File: src/rtl/cplv_pkg.sv
package cplv_pkg;

    localparam int HDR_W = 96;
    localparam int NCHK  = 5;

    // check positions inside the disable field
    localparam int CHK_CRS   = 0;
    localparam int CHK_TC    = 1;
    localparam int CHK_ATTR  = 2;
    localparam int CHK_BCNT  = 3;
    localparam int CHK_LADDR = 4;

    localparam logic [2:0] CS_SC  = 3'b000;
    localparam logic [2:0] CS_UR  = 3'b001;
    localparam logic [2:0] CS_CRS = 3'b010;
    localparam logic [2:0] CS_CA  = 3'b100;

    typedef enum logic [1:0] {
        RK_MEM  = 2'd0,
        RK_IO   = 2'd1,
        RK_CFG0 = 2'd2,
        RK_CFG1 = 2'd3
    } req_kind_e;

    typedef struct packed {
        logic [16:0] rsvd;
        logic        has_data;
        logic        locked;
        logic [2:0]  tc;
        logic [1:0]  attr;
        logic [9:0]  len;
        logic [2:0]  status;
        logic [11:0] bcnt;
        logic [15:0] rid;
        logic [7:0]  tag;
        logic [6:0]  laddr;
        logic [15:0] cid;
    } cpl_hdr_t;

    typedef struct packed {
        logic        valid;
        logic        is_write;
        req_kind_e   kind;
        logic [15:0] rid;
        logic [9:0]  len;
        logic [2:0]  tc;
        logic [1:0]  attr;
        logic [6:0]  laddr;
        logic [11:0] bcnt;
    } pend_ent_t;

    typedef enum logic [2:0] {
        VR_GOOD  = 3'd0,
        VR_UNEXP = 3'd1,
        VR_MALF  = 3'd2,
        VR_RETRY = 3'd3,
        VR_REMAP = 3'd4
    } verdict_e;

endpackage

File: src/rtl/cplv_tag_table.sv
module cplv_tag_table
    import cplv_pkg::*;
#(
    parameter int TAG_W = 3
) (
    input  logic             clk,
    input  logic             rst_n,
    input  logic             alloc_en,
    input  logic [TAG_W-1:0] alloc_tag,
    input  pend_ent_t        alloc_ent,
    input  logic             rel_a_en,
    input  logic [TAG_W-1:0] rel_a_tag,
    input  logic             rel_b_en,
    input  logic [TAG_W-1:0] rel_b_tag,
    input  logic [TAG_W-1:0] look_tag,
    output pend_ent_t        look_ent
);

    localparam int DEPTH = 1 << TAG_W;

    pend_ent_t ent_q [DEPTH];

    for (genvar i = 0; i < DEPTH; i++) begin : g_ent
        logic hit_alloc;
        logic hit_rel;
        assign hit_alloc = alloc_en && (alloc_tag == TAG_W'(i));
        assign hit_rel   = (rel_a_en && (rel_a_tag == TAG_W'(i))) ||
                           (rel_b_en && (rel_b_tag == TAG_W'(i)));

        always_ff @(posedge clk) begin
            if (!rst_n) begin
                ent_q[i] <= '0;
            end else if (hit_alloc) begin
                ent_q[i] <= alloc_ent;
            end else if (hit_rel) begin
                ent_q[i].valid <= 1'b0;
            end
        end
    end

    assign look_ent = ent_q[look_tag];

endmodule

File: src/rtl/cplv_field_check.sv
module cplv_field_check
    import cplv_pkg::*;
#(
    parameter int TAG_W = 3
) (
    input  cpl_hdr_t        hdr,
    input  pend_ent_t       ent,
    input  logic [NCHK-1:0] chk_off,
    output verdict_e        verdict,
    output cpl_hdr_t        out_hdr
);

    logic            tag_hit;
    logic            is_unexp;
    logic            is_cfg;
    logic            is_crs;
    logic            st_legal;
    logic            want_data;
    logic            core_bad;
    logic [NCHK-1:0] opt_fail;
    logic [NCHK-1:0] opt_live;

    always_comb begin
        tag_hit   = ent.valid && ((hdr.tag >> TAG_W) == 8'd0);
        is_unexp  = !tag_hit || (hdr.rid != ent.rid) || hdr.locked;
        is_cfg    = (ent.kind == RK_CFG0) || (ent.kind == RK_CFG1);
        is_crs    = (hdr.status == CS_CRS);
        st_legal  = (hdr.status == CS_SC) || (hdr.status == CS_UR) ||
                    (hdr.status == CS_CRS) || (hdr.status == CS_CA);
        want_data = (hdr.status == CS_SC) && !ent.is_write;

        core_bad = !st_legal ||
                   (hdr.has_data != want_data) ||
                   (hdr.has_data ? (hdr.len != ent.len) : (hdr.len != 10'd0));

        opt_fail[CHK_CRS]   = is_crs && !is_cfg;
        opt_fail[CHK_TC]    = hdr.tc    != ent.tc;
        opt_fail[CHK_ATTR]  = hdr.attr  != ent.attr;
        opt_fail[CHK_BCNT]  = hdr.bcnt  != ent.bcnt;
        opt_fail[CHK_LADDR] = hdr.laddr != ent.laddr;
        opt_live = opt_fail & ~chk_off;

        if (is_unexp) begin
            verdict = VR_UNEXP;
        end else if (core_bad || (|opt_live)) begin
            verdict = VR_MALF;
        end else if (is_crs && is_cfg) begin
            verdict = VR_RETRY;
        end else if (is_crs) begin
            verdict = VR_REMAP;
        end else begin
            verdict = VR_GOOD;
        end

        out_hdr = hdr;
        if (verdict == VR_REMAP) begin
            out_hdr.status = CS_UR;
        end
    end

endmodule

File: src/rtl/cplv_validator.sv
module cplv_validator
    import cplv_pkg::*;
#(
    parameter int TAG_W     = 3,
    parameter int DIAG_W    = 64,
    parameter int DIAG_BASE = 40
) (
    input  logic              clk,
    input  logic              rst_n,
    input  logic              req_valid,
    input  logic [TAG_W-1:0]  req_tag,
    input  logic              req_write,
    input  logic [1:0]        req_kind,
    input  logic [15:0]       req_rid,
    input  logic [9:0]        req_len,
    input  logic [2:0]        req_tc,
    input  logic [1:0]        req_attr,
    input  logic [6:0]        req_laddr,
    input  logic [11:0]       req_bcnt,
    input  logic              tmo_valid,
    input  logic [TAG_W-1:0]  tmo_tag,
    input  logic [DIAG_W-1:0] diag_ctl,
    input  logic              cpl_valid,
    output logic              cpl_ready,
    input  logic [HDR_W-1:0]  cpl_hdr,
    output logic              fwd_valid,
    output logic [HDR_W-1:0]  fwd_hdr,
    output logic              free_valid,
    output logic [TAG_W-1:0]  free_tag,
    output logic              err_unexp,
    output logic              err_malf,
    output logic              err_retry,
    output logic              err_wuc,
    output logic              err_ruc,
    output logic [HDR_W-1:0]  err_log_hdr
);

    typedef enum logic {
        ST_IDLE = 1'b0,
        ST_EVAL = 1'b1
    } seq_state_e;

    seq_state_e      state_q;
    seq_state_e      state_d;
    cpl_hdr_t        hdr_q;
    pend_ent_t       new_ent;
    pend_ent_t       look_ent;
    verdict_e        verdict;
    cpl_hdr_t        chk_hdr;
    logic            alloc_en;
    logic            retire_en;
    logic [NCHK-1:0] chk_off;
    logic [TAG_W-1:0] cur_tag;

    assign chk_off   = diag_ctl[DIAG_BASE +: NCHK];
    assign cur_tag   = hdr_q.tag[TAG_W-1:0];
    assign cpl_ready = (state_q == ST_IDLE);

    always_comb begin
        new_ent.valid    = 1'b1;
        new_ent.is_write = req_write;
        new_ent.kind     = req_kind_e'(req_kind);
        new_ent.rid      = req_rid;
        new_ent.len      = req_len;
        new_ent.tc       = req_tc;
        new_ent.attr     = req_attr;
        new_ent.laddr    = req_laddr;
        new_ent.bcnt     = req_bcnt;
        alloc_en = req_valid && !(req_write && (req_kind_e'(req_kind) == RK_MEM));
    end

    assign retire_en = (state_q == ST_EVAL) &&
                       ((verdict == VR_GOOD) || (verdict == VR_REMAP));

    cplv_tag_table #(.TAG_W(TAG_W)) u_table (
        .clk       (clk),
        .rst_n     (rst_n),
        .alloc_en  (alloc_en),
        .alloc_tag (req_tag),
        .alloc_ent (new_ent),
        .rel_a_en  (retire_en),
        .rel_a_tag (cur_tag),
        .rel_b_en  (tmo_valid),
        .rel_b_tag (tmo_tag),
        .look_tag  (cur_tag),
        .look_ent  (look_ent)
    );

    cplv_field_check #(.TAG_W(TAG_W)) u_check (
        .hdr     (hdr_q),
        .ent     (look_ent),
        .chk_off (chk_off),
        .verdict (verdict),
        .out_hdr (chk_hdr)
    );

    // next-state logic
    always_comb begin
        state_d = state_q;
        unique case (state_q)
            ST_IDLE: if (cpl_valid) state_d = ST_EVAL;
            ST_EVAL: state_d = ST_IDLE;
        endcase
    end

    // state register and header hold
    always_ff @(posedge clk) begin
        if (!rst_n) begin
            state_q <= ST_IDLE;
            hdr_q   <= '0;
        end else begin
            state_q <= state_d;
            if (state_q == ST_IDLE && cpl_valid) begin
                hdr_q <= cpl_hdr_t'(cpl_hdr);
            end
        end
    end

    // registered verdict outputs
    always_ff @(posedge clk) begin
        if (!rst_n) begin
            fwd_valid   <= 1'b0;
            fwd_hdr     <= '0;
            free_valid  <= 1'b0;
            free_tag    <= '0;
            err_unexp   <= 1'b0;
            err_malf    <= 1'b0;
            err_retry   <= 1'b0;
            err_wuc     <= 1'b0;
            err_ruc     <= 1'b0;
            err_log_hdr <= '0;
        end else begin
            fwd_valid  <= 1'b0;
            free_valid <= 1'b0;
            err_unexp  <= 1'b0;
            err_malf   <= 1'b0;
            err_retry  <= 1'b0;
            err_wuc    <= 1'b0;
            err_ruc    <= 1'b0;
            if (state_q == ST_EVAL) begin
                unique case (verdict)
                    VR_GOOD: begin
                        fwd_valid  <= 1'b1;
                        fwd_hdr    <= chk_hdr;
                        free_valid <= 1'b1;
                        free_tag   <= cur_tag;
                    end
                    VR_UNEXP: begin
                        err_unexp   <= 1'b1;
                        err_log_hdr <= hdr_q;
                    end
                    VR_MALF: begin
                        err_malf    <= 1'b1;
                        err_log_hdr <= hdr_q;
                    end
                    VR_RETRY: begin
                        err_retry   <= 1'b1;
                        err_log_hdr <= hdr_q;
                    end
                    VR_REMAP: begin
                        fwd_valid   <= 1'b1;
                        fwd_hdr     <= chk_hdr;
                        free_valid  <= 1'b1;
                        free_tag    <= cur_tag;
                        err_wuc     <= look_ent.is_write;
                        err_ruc     <= !look_ent.is_write;
                        err_log_hdr <= hdr_q;
                    end
                    default: ;
                endcase
            end
        end
    end

endmodule

File: config.mk
export PLATFORM = sky130hd
export DESIGN_NAME = cplv_validator
export DESIGN_NICKNAME = d
export VERILOG_FILES = /design/src/rtl/cplv_pkg.sv /design/src/rtl/cplv_tag_table.sv /design/src/rtl/cplv_field_check.sv /design/src/rtl/cplv_validator.sv
export SDC_FILE = /design/constraint.sdc
export NUM_CORES = 1
export LEC_CHECK = 0
export ABC_CLOCK_PERIOD_IN_PS = 5100
export BUFFER_PORTS_ARGS = -buffer_cell sky130_fd_sc_hd__buf_2
export CORE_ASPECT_RATIO = 1.1
export CORE_MARGIN = 5
export CORE_UTILIZATION = 45
export CTS_CLUSTER_DIAMETER = 150
export DETAILED_ROUTE_END_ITERATION = 6
export MAX_ROUTING_LAYER = met4
export PLACE_DENSITY = 0.67
export SYNTH_ARGS = -nofsm -noshare
export SYNTH_HDL_FRONTEND = slang
export SYNTH_SLANG_ARGS = --single-unit
File: constraint.sdc
create_clock -name clk -period 5.1 [get_ports clk]
set_input_delay 0 -clock clk [delete_from_list [all_inputs] [get_ports clk]]
set_output_delay 0 -clock clk [all_outputs]
set_load 0.02 [all_outputs]
* Yosys cells after proc, flatten, opt, wreduce, memory -nomap -nowiden
Memory sizes are Yosys's and may differ from the RTL's. A register that Yosys moved wholly into a read port is not among the register bits.
Cells that the tools add are included.
** Cells by class
- Eq/ne operators :: 37
- Muxes and demuxes :: 87
- Bitwise operators :: 19
- Reduce and logical (&&, ||, !) cells :: 70
** Operators with widths (count)
- $mux W54 :: 8
- $mux W1 :: 71
- $eq A3 B3 Y1 const B :: 14
- $logic_and A1 B1 Y1 :: 32
- $eq A3 B2 Y1 const B :: 9
- $mux W3 :: 7
- $logic_or A1 B1 Y1 :: 18
- $ne A16 B16 Y1 :: 1
- $or A1 B1 Y1 :: 16
- $eq A3 B1 Y1 const B :: 5
- $logic_not A3 Y1 :: 5
- $ne A12 B12 Y1 :: 1
- $ne A10 B10 Y1 :: 1
- $reduce_bool A10 Y1 :: 1
- $logic_not A8 Y1 :: 1
- $ne A7 B7 Y1 :: 1
- $reduce_and A2 Y1 :: 3
- $and A5 B5 Y5 :: 1
- $logic_not A1 Y1 :: 5
- $not A5 Y5 :: 1
- $reduce_or A5 Y1 :: 1
- $eq A2 B2 Y1 const B :: 2
- $reduce_or A4 Y1 :: 1
- $ne A3 B3 Y1 :: 1
- 7 further kinds :: 7
** Storage, ports and cells
- Register bits after elaboration :: 298
- RAM bits :: 432
- Logic and storage cells :: 236
- Memories kept :: 1
** Memories
- u_table.ent_q :: words 8, bits a word 54, read ports 1, clocked after memory_dff 1, write ports 8, RTL line cplv_tag_table.sv:21 : pend_ent_t ent_q [DEPTH];

* Logic depth before layout (Yosys ltp)
Gate-level depths: netlist (run 1).
- Depth in word-level cells :: 20
- Depth in mapped cells :: 16
- Gate-level depth less buffers :: 9

* Modules after synthesis
Synthesis (run 1) repeated with hierarchy kept, for this count alone.
** Unflattened totals
- Cell total of the unflattened synthesis :: 2731
- Area, all modules :: 31884.3 um^2
** By module, submodules not included
- cplv_tag_table :: times used 1, cells each 1248, area an instance 19243.5 um^2, seq. area each 12972.4 um^2
- cplv_validator :: times used 1, cells each 1293, area an instance 11194.5 um^2, seq. area each 5965.7 um^2
- cplv_field_check :: times used 1, cells each 190, area an instance 1446.4 um^2, seq. area each 0.0 um^2

* Worst setup path before layout (run 1)
Ideal clock, no wire load.
- Kind :: input to register
- Start point :: input req_kind[1]
- End point :: memory u_table.ent_q[0][0] (netlist bit) (enable)
- Setup time :: 0.536 ns
- Arrival time :: 4.237 ns
- Slack :: 0.327 ns
- Cell stages on the path :: 5
- Buffers on the path :: 0
- Cell sequence :: nor2_1 > nand2_1 > nand2_1 > or3_1 > o21ai_0
** RTL lines
- from (decl) :: RTL line cplv_validator.sv:13 : input logic [1:0] req_kind,
- to (decl) :: RTL line cplv_tag_table.sv:21

==> summary.txt, run 1 <==
Final setup viols -> 0
1st-iter DRT viols -> 1916
Largest net degree at the start of global routing -> 127
Row count -> 100
Hold-fix buffers, CTS -> 185
CP arrival -> 4.83 ns
CP max stage delay -> 0.64 ns
Layer with the highest usage -> met2
Slowest CP cell -> dfxtp_2
Main synth FF type -> edfxtp_1
Placed instance count -> 3644
Core area -> 67820 um^2
TritonRoute pass-1 iters -> 5
Yosys top cell by area -> edfxtp_1
Chip width -> 259.7 um
Post-DP Area -> 33720 um^2
Critical path type -> reg2reg
Fillers -> 5634
Post-Synth Simple-Gate Area -> 0.1704
Power Density -> 346.6 nW/um^2
Yosys warning count -> 0
Synth Register Bits -> 722
Gpl congestion -> 0.8028
Grt met1 use -> 0.3023
Remaining Overflow, GRT -> 0
Top cells by count, synth -> edfxtp_1, nand2_1, and2_1, dfxtp_1, mux2i_1
Total Routing Usage GR -> 0.2443
Root Buffer -> clkbuf_16
RSZ-0062 raised after global routing -> no
VDD IR max -> 0.0002102 V
Worst path buffer plus inverter count -> 2
Post-synthesis async set-or-reset flop share -> 0
Resize count post-CTS -> 0
Max-cap violations -> 0
Crit. End Element -> flop
Number of port buffers -> 367
Initial antenna violation count -> 10
EDFF count, synth -> 424
Fmax -> 227.9 MHz
Synth Area in Compound Gates -> 0.04063
Drc violations -> 0
Hold Fails Final Rpt -> 0
Final min period -> 4.388 ns
Cell with the most instances after synthesis -> edfxtp_1
CTS tree -> yes
Setup_tns -> 0 ns
Period utilisation layout -> 0.8604
Worst min path class -> in2reg
Starting Density -> 0.4550
Fraction of layout instances using a drive strength above 1 -> 0.2141
Crit-path cells -> buf_12 -> mux4_2 -> mux2i_1 -> xnor2_1 -> nor4_1 -> a31oi_1 -> or2_1 -> o41a_2 -> buf_12 -> mux2i_1
Slew Viols, Final -> 0
Slew headroom -> 0.2061
Met3 global-route usage -> 0.04891
First-pass GRT wire length -> 134.4 mm
Clk sink count -> 722
Vias in the first global route -> 22140
Final ANT Viol Nets -> 0
Height of the die -> 284.6 um
Final cell utilization of the core -> 0.5605
Hpwl dp -> 55.48 mm
Max Root-Sink Buffers -> 3
Design area -> 38010 um^2
Static Leak -> 15.14 nW
Adder and majority gate portion of the synthesized area -> 0
Family with the most delay on the worst path -> multiplexers
Post-synthesis mux area share -> 0.1449
Register area share after synthesis -> 0.6060
Critical-path maximum fanout -> 96
WHS -> 0.03308 ns
Post-Synthesis Cells -> 2469
Area grow syn2layout -> 23.20%
Met2 track demand over resource -> 0.4049
Final #Nets -> 3211
IO Pins -> 427
Status -> finished, final reports clean
Inserted Clock Buffers -> 74
Post-CTS Setup Repair Bufs -> 0
Synthesized Nets -> 2693
Largest cells by area after synthesis -> edfxtp_1, dfxtp_1, mux2i_1
Vias per cell -> 5.326
Number of H-tree levels -> 3
Slew @ Worst Pin -> 1.186 ns
Total die area -> 73910 um^2
Worst Path Required -> 5.54 ns
XOR/XNOR Fraction of Synth Area -> 0.01249
Clk pin slew, worst setup/hold paths -> 0.07 ns
Final wirelength -> 89.52 mm
Fin cells -> 3972
Largest family of logic cells by synthesized area -> simple AND/OR/NAND/NOR gates
Wire length per cell -> 22.54 um
Via count -> 21150
Layout Skew -> 0.02302 ns
Yosys top cell area share -> 0.4127
Synth cell types -> 54
Syn Area/Cell -> 12.50 um^2
Synthesized cell area -> 30850 um^2
Clk_lat worst skew -> 0.61 ns
Critical Path Source Type -> flop
-- final timing paths --
check	endpoint	start	slack, ns	cells past startpoint
min reg2reg	err_log_hdr[10]	err_log_hdr[10]	0.45	2
max	err_log_hdr[7]	flop	0.71	10
min	hdr_q[59]	cpl_valid	0.03	4
max reg2reg	err_log_hdr[7]	flop	0.71	10
-- cell families after synthesis --
logic type / after synthesis
AOI/OAI and AO/OA: 172
buffers and inverters: 169
DFF: 722
and+or+nand+nor: 1012
muxes: 350
xor gates and xnor gates: 44
-- where the power goes --
part / switching [W] / internal (W)
logic: 0.000665 / 0.000510
clock network: 0.00226 / 0.00314
registers: 0.000145 / 0.00646
-- worst reg2reg max path, stage by stage (launching register included) --
cell and delay, ns:
dfxtp_2 0.64, buf_12 0.34, mux4_2 0.42, mux2i_1 0.38
xnor2_1 0.12, nor4_1 0.57, a31oi_1 0.28, or2_1 0.32
o41a_2 0.53, buf_12 0.26, mux2i_1 0.38
-- placed cells by master, fill, tap and decap left out, types with 7 or more instances in the layout --
cell / instances
edfxtp_1: 424
nand2_1: 420
and2_1: 419
buf_2: 366
dfxtp_1: 295
mux2i_1: 262
dlygate4sd3_1: 185
a21boi_0: 96
nor2b_1: 94
clkbuf_16: 77
mux4_2: 76
buf_4: 46
xor2_1: 30
clkinv_2: 17
xnor2_1: 14
mux2_2: 12
and3_1: 12
clkinv_1: 12
a22oi_1: 11
diode_2: 9
nor2_2: 9
a21oi_1: 9
clkbuf_8: 9
nor2_1: 8
o21ai_4: 8
a221oi_1: 8
clkbuf_1: 8
buf_12: 8
nor4_1: 7
a31oi_1: 7
-- registers in the layout, indices dropped and copies added, names as in the netlist, named ones only --
| register | cells |
|---|---|
| u_table.ent_q | 424 |
| err_log_hdr | 96 |
| fwd_hdr | 96 |
| hdr_q | 93 |
| cur_tag | 3 |
| err_malf | 1 |
| err_retry | 1 |
| err_ruc | 1 |
| err_unexp | 1 |
| err_wuc | 1 |
| free_valid | 1 |
| state_q | 1 |
-- metrics by stage --
stage	power, W	setup WS [ns]
after floorplan	0.007336	0.3271
after global placement	0.007740	0.8947
after detailed placement	0.007780	0.8138
after CTS	0.01328	0.7993
after global routing	0.01365	0.6173
final	0.01317	0.7122
-- metal layers --
metal	share of wire	wire length, um	vias up
li1	-	-	9666
met1	0.40	36020	10450
met2	0.49	43830	865
met3	0.078	6941	178
met4	0.030	2726	0
met5	0	0	-
-- final cells by class --
cell class                      instances  area (um^2)  area share
Clock buffer                           94         2081     0.05474
Tap cell                              918         1149     0.03022
Inverter                                5        18.77   0.0004937
Sequential cell                       722        18700      0.4921
Antenna cell                            9        22.52   0.0005925
Clock inverter                         40        332.8    0.008756
Timing Repair Buffer                  606         4204      0.1106
Multi-Input combinational cell       1578        11500      0.3025
No activity file was read; power rests on OpenSTA's default activity.
==> inputs of run 2 (changes only) <==
--- a/config.mk
+++ b/config.mk
@@ -7,13 +7,15 @@
 export LEC_CHECK = 0
 export ABC_CLOCK_PERIOD_IN_PS = 5100
 export BUFFER_PORTS_ARGS = -buffer_cell sky130_fd_sc_hd__buf_2
+export CELL_PAD_IN_SITES_DETAIL_PLACEMENT = 0
+export CELL_PAD_IN_SITES_GLOBAL_PLACEMENT = 2
 export CORE_ASPECT_RATIO = 1.1
 export CORE_MARGIN = 5
-export CORE_UTILIZATION = 45
+export CORE_UTILIZATION = 35
 export CTS_CLUSTER_DIAMETER = 150
 export DETAILED_ROUTE_END_ITERATION = 6
 export MAX_ROUTING_LAYER = met4
-export PLACE_DENSITY = 0.67
+export PLACE_DENSITY_LB_ADDON = 0.1
 export SYNTH_ARGS = -nofsm -noshare
 export SYNTH_HDL_FRONTEND = slang
 export SYNTH_SLANG_ARGS = --single-unit
==> run 2 against run 1 <==
Effect of this change:
- combinational power about the same
- maximum frequency up 1.9%
- flip-flop and latch count unchanged
==> summary.txt, run 2 (same netlist as run 1, synthesis figures left out) <==
Worst Path Required -> 5.41 ns (-0.13 ns)
Post-CTS Setup Repair Bufs -> 0 (unchanged)
Row count -> 114 (+14%)
Layout Skew -> 0.02359 ns (+0.0005742 ns)
WHS Path Cells -> 5 (+1)
Sw Ratio -> 0.2357 (+0.002915)
Clk pin slew, worst setup/hold paths -> 0.06 ns (about the same)
CP arrival -> 4.61 ns (-0.22 ns)
Final wirelength -> 97.80 mm (+9.3%)
Max Root-Sink Buffers -> 3 (unchanged)
Fmax -> 232.2 MHz (+1.9%)
Critical path type -> reg2reg
Min-Delay Endpoint -> err_malf
Drc violations -> 0 (unchanged)
Largest net degree at the start of global routing -> 232 (+83%)
Placed instance count -> 3884 (+6.6%)
Setup WS post-layout -> 0.7936 ns (+0.08140 ns)
Clk_lat worst skew -> 0.63 ns (+0.02 ns)
Wire length per cell -> 23.08 um (+2.4%)
Critical-path maximum fanout -> 36 (-63%)
Final ANT Viol Nets -> 0 (unchanged)
Slew @ Worst Pin -> 1.074 ns (-0.1128 ns)
Final #Nets -> 3229 (+0.56%)
Initial antenna violation count -> 11 (+1)
Place WS -> 0.7665 ns (-0.04732 ns)
Static Leak -> 15.25 nW (+0.71%)
Cell-internal power -> 0.01043 W (+3.2%)
Resize count post-CTS -> 0 (unchanged)
R2r setup slk -> 0.79 ns (+0.08 ns)
Vias in the first global route -> 21220 (-4.2%)
Hpwl dp -> 62.28 mm (+12%)
First-pass GRT wire length -> 143.3 mm (+6.6%)
TritonRoute pass-1 iters -> 5 (unchanged)
Max FFs per register -> 424 (unchanged)
Height of the die -> 321.4 um (+13%)
Hold-fix buffers, CTS -> 198 (+7.0%)
Area grow syn2layout -> 25.44%
Inserted Clock Buffers -> 81 (+9.5%)
Hold Fails Final Rpt -> 0 (unchanged)
Root Buffer -> clkbuf_16
Most flop-heavy register -> u_table.ent_q
Clk sink count -> 722 (unchanged)
VDD IR max -> 0.0002497 V (+19%)
Sw Pwr -> 0.003215 W (+4.9%)
Hold_sp -> diag_ctl[43]
Crit. End Element -> flop
Slew headroom -> 0.2843 (+0.07819)
Critical Path Source Type -> flop
Largest registers -> u_table.ent_q x424, err_log_hdr x96, fwd_hdr x96
Starting Density -> 0.3517 (-0.1032)
Core area -> 87720 um^2 (+29%)
Final min period -> 4.306 ns (-0.08140 ns)
Setup_tns -> 0 ns (unchanged)
Commonest non-fill, non-tap cell in the layout -> edfxtp_1
Gpl congestion -> 0.7595 (-5.4%)
Total Routing Usage GR -> 0.2089 (-0.03534)
Number of H-tree levels -> 3 (unchanged)
IO Pins -> 427 (unchanged)
R2R cell count -> 10 (unchanged)
Final setup viols -> 0 (unchanged)
Vias per cell -> 4.839 (-9.1%)
Power Density -> 352.5 nW/um^2 (+1.7%)
Comb pwr share -> 0.088 (about the same)
Max-cap violations -> 0 (unchanged)
Fraction of layout instances using a drive strength above 1 -> 0.2131 (-0.001023)
Period utilisation layout -> 0.8444 (-0.01596)
CTS tree -> yes
RSZ-0062 raised after global routing -> no
Most frequent cells in the layout -> edfxtp_1, nand2_1, and2_1
Seq pwr share -> 0.483 (-0.018)
Status -> finished, final reports clean
Worst min path class -> in2reg
Chip width -> 293.1 um (+13%)
Via count -> 20510 (-3.1%)
Reg2Reg Capture Point -> u_table.ent_q[1][53]
1st-iter DRT viols -> 1392 (-27%)
Clock share of power -> 0.428 (+0.018)
Slew Viols, Final -> 0 (unchanged)
WHS -> 0.08615 ns (+0.05307 ns)
Number of port buffers -> 367 (unchanged)
Total die area -> 94200 um^2 (+27%)
Fin cells -> 4238 (+6.7%)
Remaining Overflow, GRT -> 0 (unchanged)
run 2: cell count changes in the layout (fill, tap and decap cells not counted), sizes merged, moves of 2 or more:
cell	before	now
dlygate4sd3	185	198
clkbuf	94	106
clkinv	30	27
buf	421	419
bufinv	5	7
run 2: how the worst max path moves through the flow:
stage                           start                    to  slack, ns  depth (start not counted)
final                            flop  u_table.ent_q[1][53]       0.79                         10
after global placement           flop       err_log_hdr[80]       0.77                         11
after global routing             flop  u_table.ent_q[1][53]       0.55                         10
after detailed placement         flop  u_table.ent_q[1][53]       0.77                         10
after CTS                        flop  u_table.ent_q[1][53]       0.72                         10
after floorplan           req_kind[1]   u_table.ent_q[0][0]       0.33                          5
run 2: stage by stage:
step / utilization / power (W) / cell area [um^2]
2_1_floorplan: - / 0.007336 / 30850
6_report: 0.4412 / 0.01364 / 38700
4_1_cts: 0.4409 / 0.01384 / 38680
5_1_grt: 0.4412 / 0.01418 / 38700
3_3_place_gp: 0.3883 / 0.007794 / 34060
3_5_place_dp: 0.3883 / 0.007818 / 34060
run 2: area by class of cell:
| cell class | count | area (um^2) |
|---|---|---|
| diodes | 9 | 22.52 |
| fillers | 8202 | 49020 |
| repair buffers | 617 | 4332 |
| clock buffers | 106 | 2246 |
| flip-flops and latches | 722 | 18700 |
| inverters | 5 | 18.77 |
| multi-input cells | 1578 | 11540 |
| clock inverters | 41 | 390.4 |
| well taps | 1160 | 1451 |
run 2: routing by layer:
metal | vias up | part of all wire | global-route usage
met5 | - | 0 | -
met2 | 534 | 0.49 | 0.3472
met4 | 0 | 0.021 | 0.05302
met1 | 10150 | 0.44 | 0.2692
met3 | 128 | 0.054 | 0.03384
li1 | 9699 | - | -
run 2: power groups by stage:
stage          Clock (W)  Sequential (W)  Combinational, W
5_1_grt          0.00625         0.00662           0.00131
3_5_place_dp           0         0.00673           0.00109
4_1_cts          0.00601         0.00660           0.00123
2_1_floorplan          0         0.00670          0.000637
3_3_place_gp           0         0.00671           0.00109
6_report         0.00584         0.00659           0.00120
run 2: worst max-delay path, stage by stage (launching register included):
cell and delay [ns]:
dfxtp_4 0.60, buf_12 0.35, mux4_2 0.55, mux2i_1 0.36
xor2_1 0.35, nand2_1 0.11, nor4bb_1 0.26, nand4_1 0.24
or4_4 0.53, or2_1 0.35, o31ai_2 0.23
==> inputs of run 3 (changes only) <==
--- a/config.mk
+++ b/config.mk
@@ -5,7 +5,7 @@
 export SDC_FILE = /design/constraint.sdc
 export NUM_CORES = 1
 export LEC_CHECK = 0
-export ABC_CLOCK_PERIOD_IN_PS = 5100
+export ABC_CLOCK_PERIOD_IN_PS = 3710
 export BUFFER_PORTS_ARGS = -buffer_cell sky130_fd_sc_hd__buf_2
 export CELL_PAD_IN_SITES_DETAIL_PLACEMENT = 0
 export CELL_PAD_IN_SITES_GLOBAL_PLACEMENT = 2
==> constraint.sdc (replaced) <==
create_clock -name clk -period 3.71 [get_ports clk]
set_input_delay 0 -clock clk [delete_from_list [all_inputs] [get_ports clk]]
set_output_delay 0 -clock clk [all_outputs]
set_load 0.02 [all_outputs]
==> run 3 against run 2 <==
Effect of this change:
- via count up 1.9%
- sequential share of layout area down 1.7 points
- combinational power up 61%
- first-iteration DRC count down 2.7%
- critical path type unchanged
- largest power group unchanged
==> summary.txt, run 3 (same netlist as run 1, synthesis figures left out) <==
Status -> finished, final reports clean
Clk pin slew, worst setup/hold paths -> 0.06 ns (about the same)
Setup_tns -> 0 ns (unchanged)
Final ANT Viol Nets -> 0 (unchanged)
Slew Viols, Final -> 0 (unchanged)
Static Leak -> 15.90 nW (+4.3%)
Commonest non-fill, non-tap cell in the layout -> edfxtp_1
Gpl congestion -> 0.7749 (+2.0%)
Starting Density -> 0.3517 (unchanged)
Vias per cell -> 4.851 (+0.25%)
Row count -> 114 (unchanged)
Multi-input gate area -> 11870 um^2 (+2.9%)
Number of H-tree levels -> 3 (unchanged)
Most flop-heavy register -> u_table.ent_q
RSZ-0062 raised after global routing -> yes
Worst Path Required -> 4.03 ns (-1.38 ns)
Chip width -> 293.1 um (unchanged)
Area grow syn2layout -> 29.96%
Critical path type -> reg2reg
Largest net degree at the start of global routing -> 260 (+12%)
First-pass GRT wire length -> 147.7 mm (+3.1%)
Wire length per cell -> 23.98 um (+3.9%)
Slew headroom -> 0.1851 (-0.09922)
TritonRoute pass-1 iters -> 4 (-1)
Max-cap violations -> 0 (unchanged)
Critical Path Source Type -> flop
Initial antenna violation count -> 9 (-2)
Fmax -> 272.7 MHz (+17%)
Crit. End Element -> flop
Reg2Reg Capture Point -> u_table.ent_q[1][53]
1st-iter DRT viols -> 1355 (-2.7%)
VDD IR max -> 0.0003026 V (+21%)
Total Routing Usage GR -> 0.2160 (+0.007122)
Clk_lat worst skew -> 0.63 ns (about the same)
Fraction of layout instances using a drive strength above 1 -> 0.2545 (+0.04144)
Remaining Overflow, GRT -> 0 (unchanged)
Via count -> 20890 (+1.9%)
CTS tree -> yes
IO Pins -> 427 (unchanged)
Height of the die -> 321.4 um (unchanged)
Core area -> 87720 um^2 (unchanged)
Final #Nets -> 3300 (+2.2%)
Drc violations -> 0 (unchanged)
Hpwl dp -> 65.45 mm (+5.1%)
Root Buffer -> clkbuf_16
CP arrival -> 3.98 ns (-0.63 ns)
Max Root-Sink Buffers -> 3 (unchanged)
Clk sink count -> 722 (unchanged)
Worst setup endpoint -> u_table.ent_q[1][53]
Number of port buffers -> 367 (unchanged)
Max FFs per register -> 424 (unchanged)
Most frequent cells in the layout -> edfxtp_1, nand2_1, and2_1
Slew @ Worst Pin -> 1.222 ns (+0.1488 ns)
Worst min path class -> in2reg
Inserted Clock Buffers -> 81 (unchanged)
R2R cell count -> 12 (+2)
Largest registers -> u_table.ent_q x424, err_log_hdr x96, fwd_hdr x96
Final min period -> 3.668 ns (-0.6387 ns)
Final setup viols -> 0 (unchanged)
FF/Latch Area -> 18710 um^2 (about the same)
Layout Skew -> 0.01926 ns (-0.004328 ns)
Total die area -> 94200 um^2 (unchanged)
R2r setup slk -> 0.04 ns (-0.75 ns)
Final wirelength -> 103.3 mm (+5.6%)
Total Power -> 0.01905 W (+40%)
Power Density -> 475.1 nW/um^2 (+35%)
Vias in the first global route -> 21530 (+1.5%)
Hold Fails Final Rpt -> 0 (unchanged)
Critical-path maximum fanout -> 12 (-67%)
Period utilisation layout -> 0.9886 (+0.1442)
Fillers -> 8121 (-0.99%)
run 3: changes by cell type in the layout (fill, tap and decap cells not counted), moves of 8 or more:
cell	delta
buf_12	+29
buf_4	+51
buf_6	+8
clkbuf_16	+8
dlygate4sd3_1	-30
mux2i_1	-9
run 3: repair_timing:
item | in CTS | in global routing
pin swaps | 4 | 10
setup buffers | 8 | 9
endpoints found under the setup margin | 199 | 192
hold buffers | 168 | 0
gates resized for setup | 29 | 43
gates cloned | 3 | 12
endpoints found under the hold margin | 543 | 0
run 3: routing by layer:
metal | share of wire | global-route usage | vias to the layer above
met5 | 0 | - | -
met4 | 0.020 | 0.05333 | 0
li1 | - | - | 9869
met2 | 0.49 | 0.3609 | 492
met3 | 0.050 | 0.03522 | 125
met1 | 0.44 | 0.2771 | 10410
run 3: how the worst min path moves through the flow:
stage / slack, ns / end / cells past startpoint / startpoint
floorplan: 0.14 / hdr_q[0] / 2 / cpl_hdr[0]
global placement: 0.26 / hdr_q[34] / 3 / cpl_hdr[34]
detailed placement: 0.26 / hdr_q[34] / 3 / cpl_hdr[34]
CTS: 0.04 / u_table.ent_q[0][46] / 2 / req_tag[1]
global route: 0.09 / u_table.ent_q[0][46] / 2 / req_tag[1]
finish: 0.1 / u_table.ent_q[0][49] / 2 / req_tag[1]
run 3: power breakdown:
part / internal (W) / leakage, nW / switching, W
registers: 0.00887 / 6.51 / 0.000198
logic: 0.000881 / 8.08 / 0.00105
clock network: 0.00476 / 1.31 / 0.00329
total: 0.0145 / 15.9 / 0.00454
run 3: cell type report:
cell class	count	share of cell area
diodes	8	0.0004993
clock buffers	111	0.05938
clock inverters	35	0.006990
inverters	5	0.0004681
multi-input cells	1580	0.2960
flip-flops and latches	722	0.4666
well taps	1160	0.03620
repair buffers	686	0.1339
run 3: critical path, cell delays in order, from the launching register on:
cell	delay, ns
dfxtp_4	0.40
buf_4	0.13
buf_6	0.15
buf_12	0.16
mux4_2	0.51
mux2_4	0.32
nor4_4	0.15
buf_4	0.17
and4b_1	0.20
a31oi_1	0.11
or4_4	0.55
or2_4	0.32
o31ai_4	0.18
run 3: metrics by stage:
step	instance area, um^2	utilization	hold WS [ns]	std cells	worst slack, ns
floorplan	30850	-	0.1449	2469	-1.063
global placement	34910	0.3980	0.2585	3954	-0.2694
detailed placement	34910	0.3980	0.2616	3954	-0.3268
CTS	39580	0.4512	0.04345	4279	0.0001408
global route	40090	0.4571	0.08983	4306	-0.04933
finish	40100	0.4571	0.09954	4307	0.04231
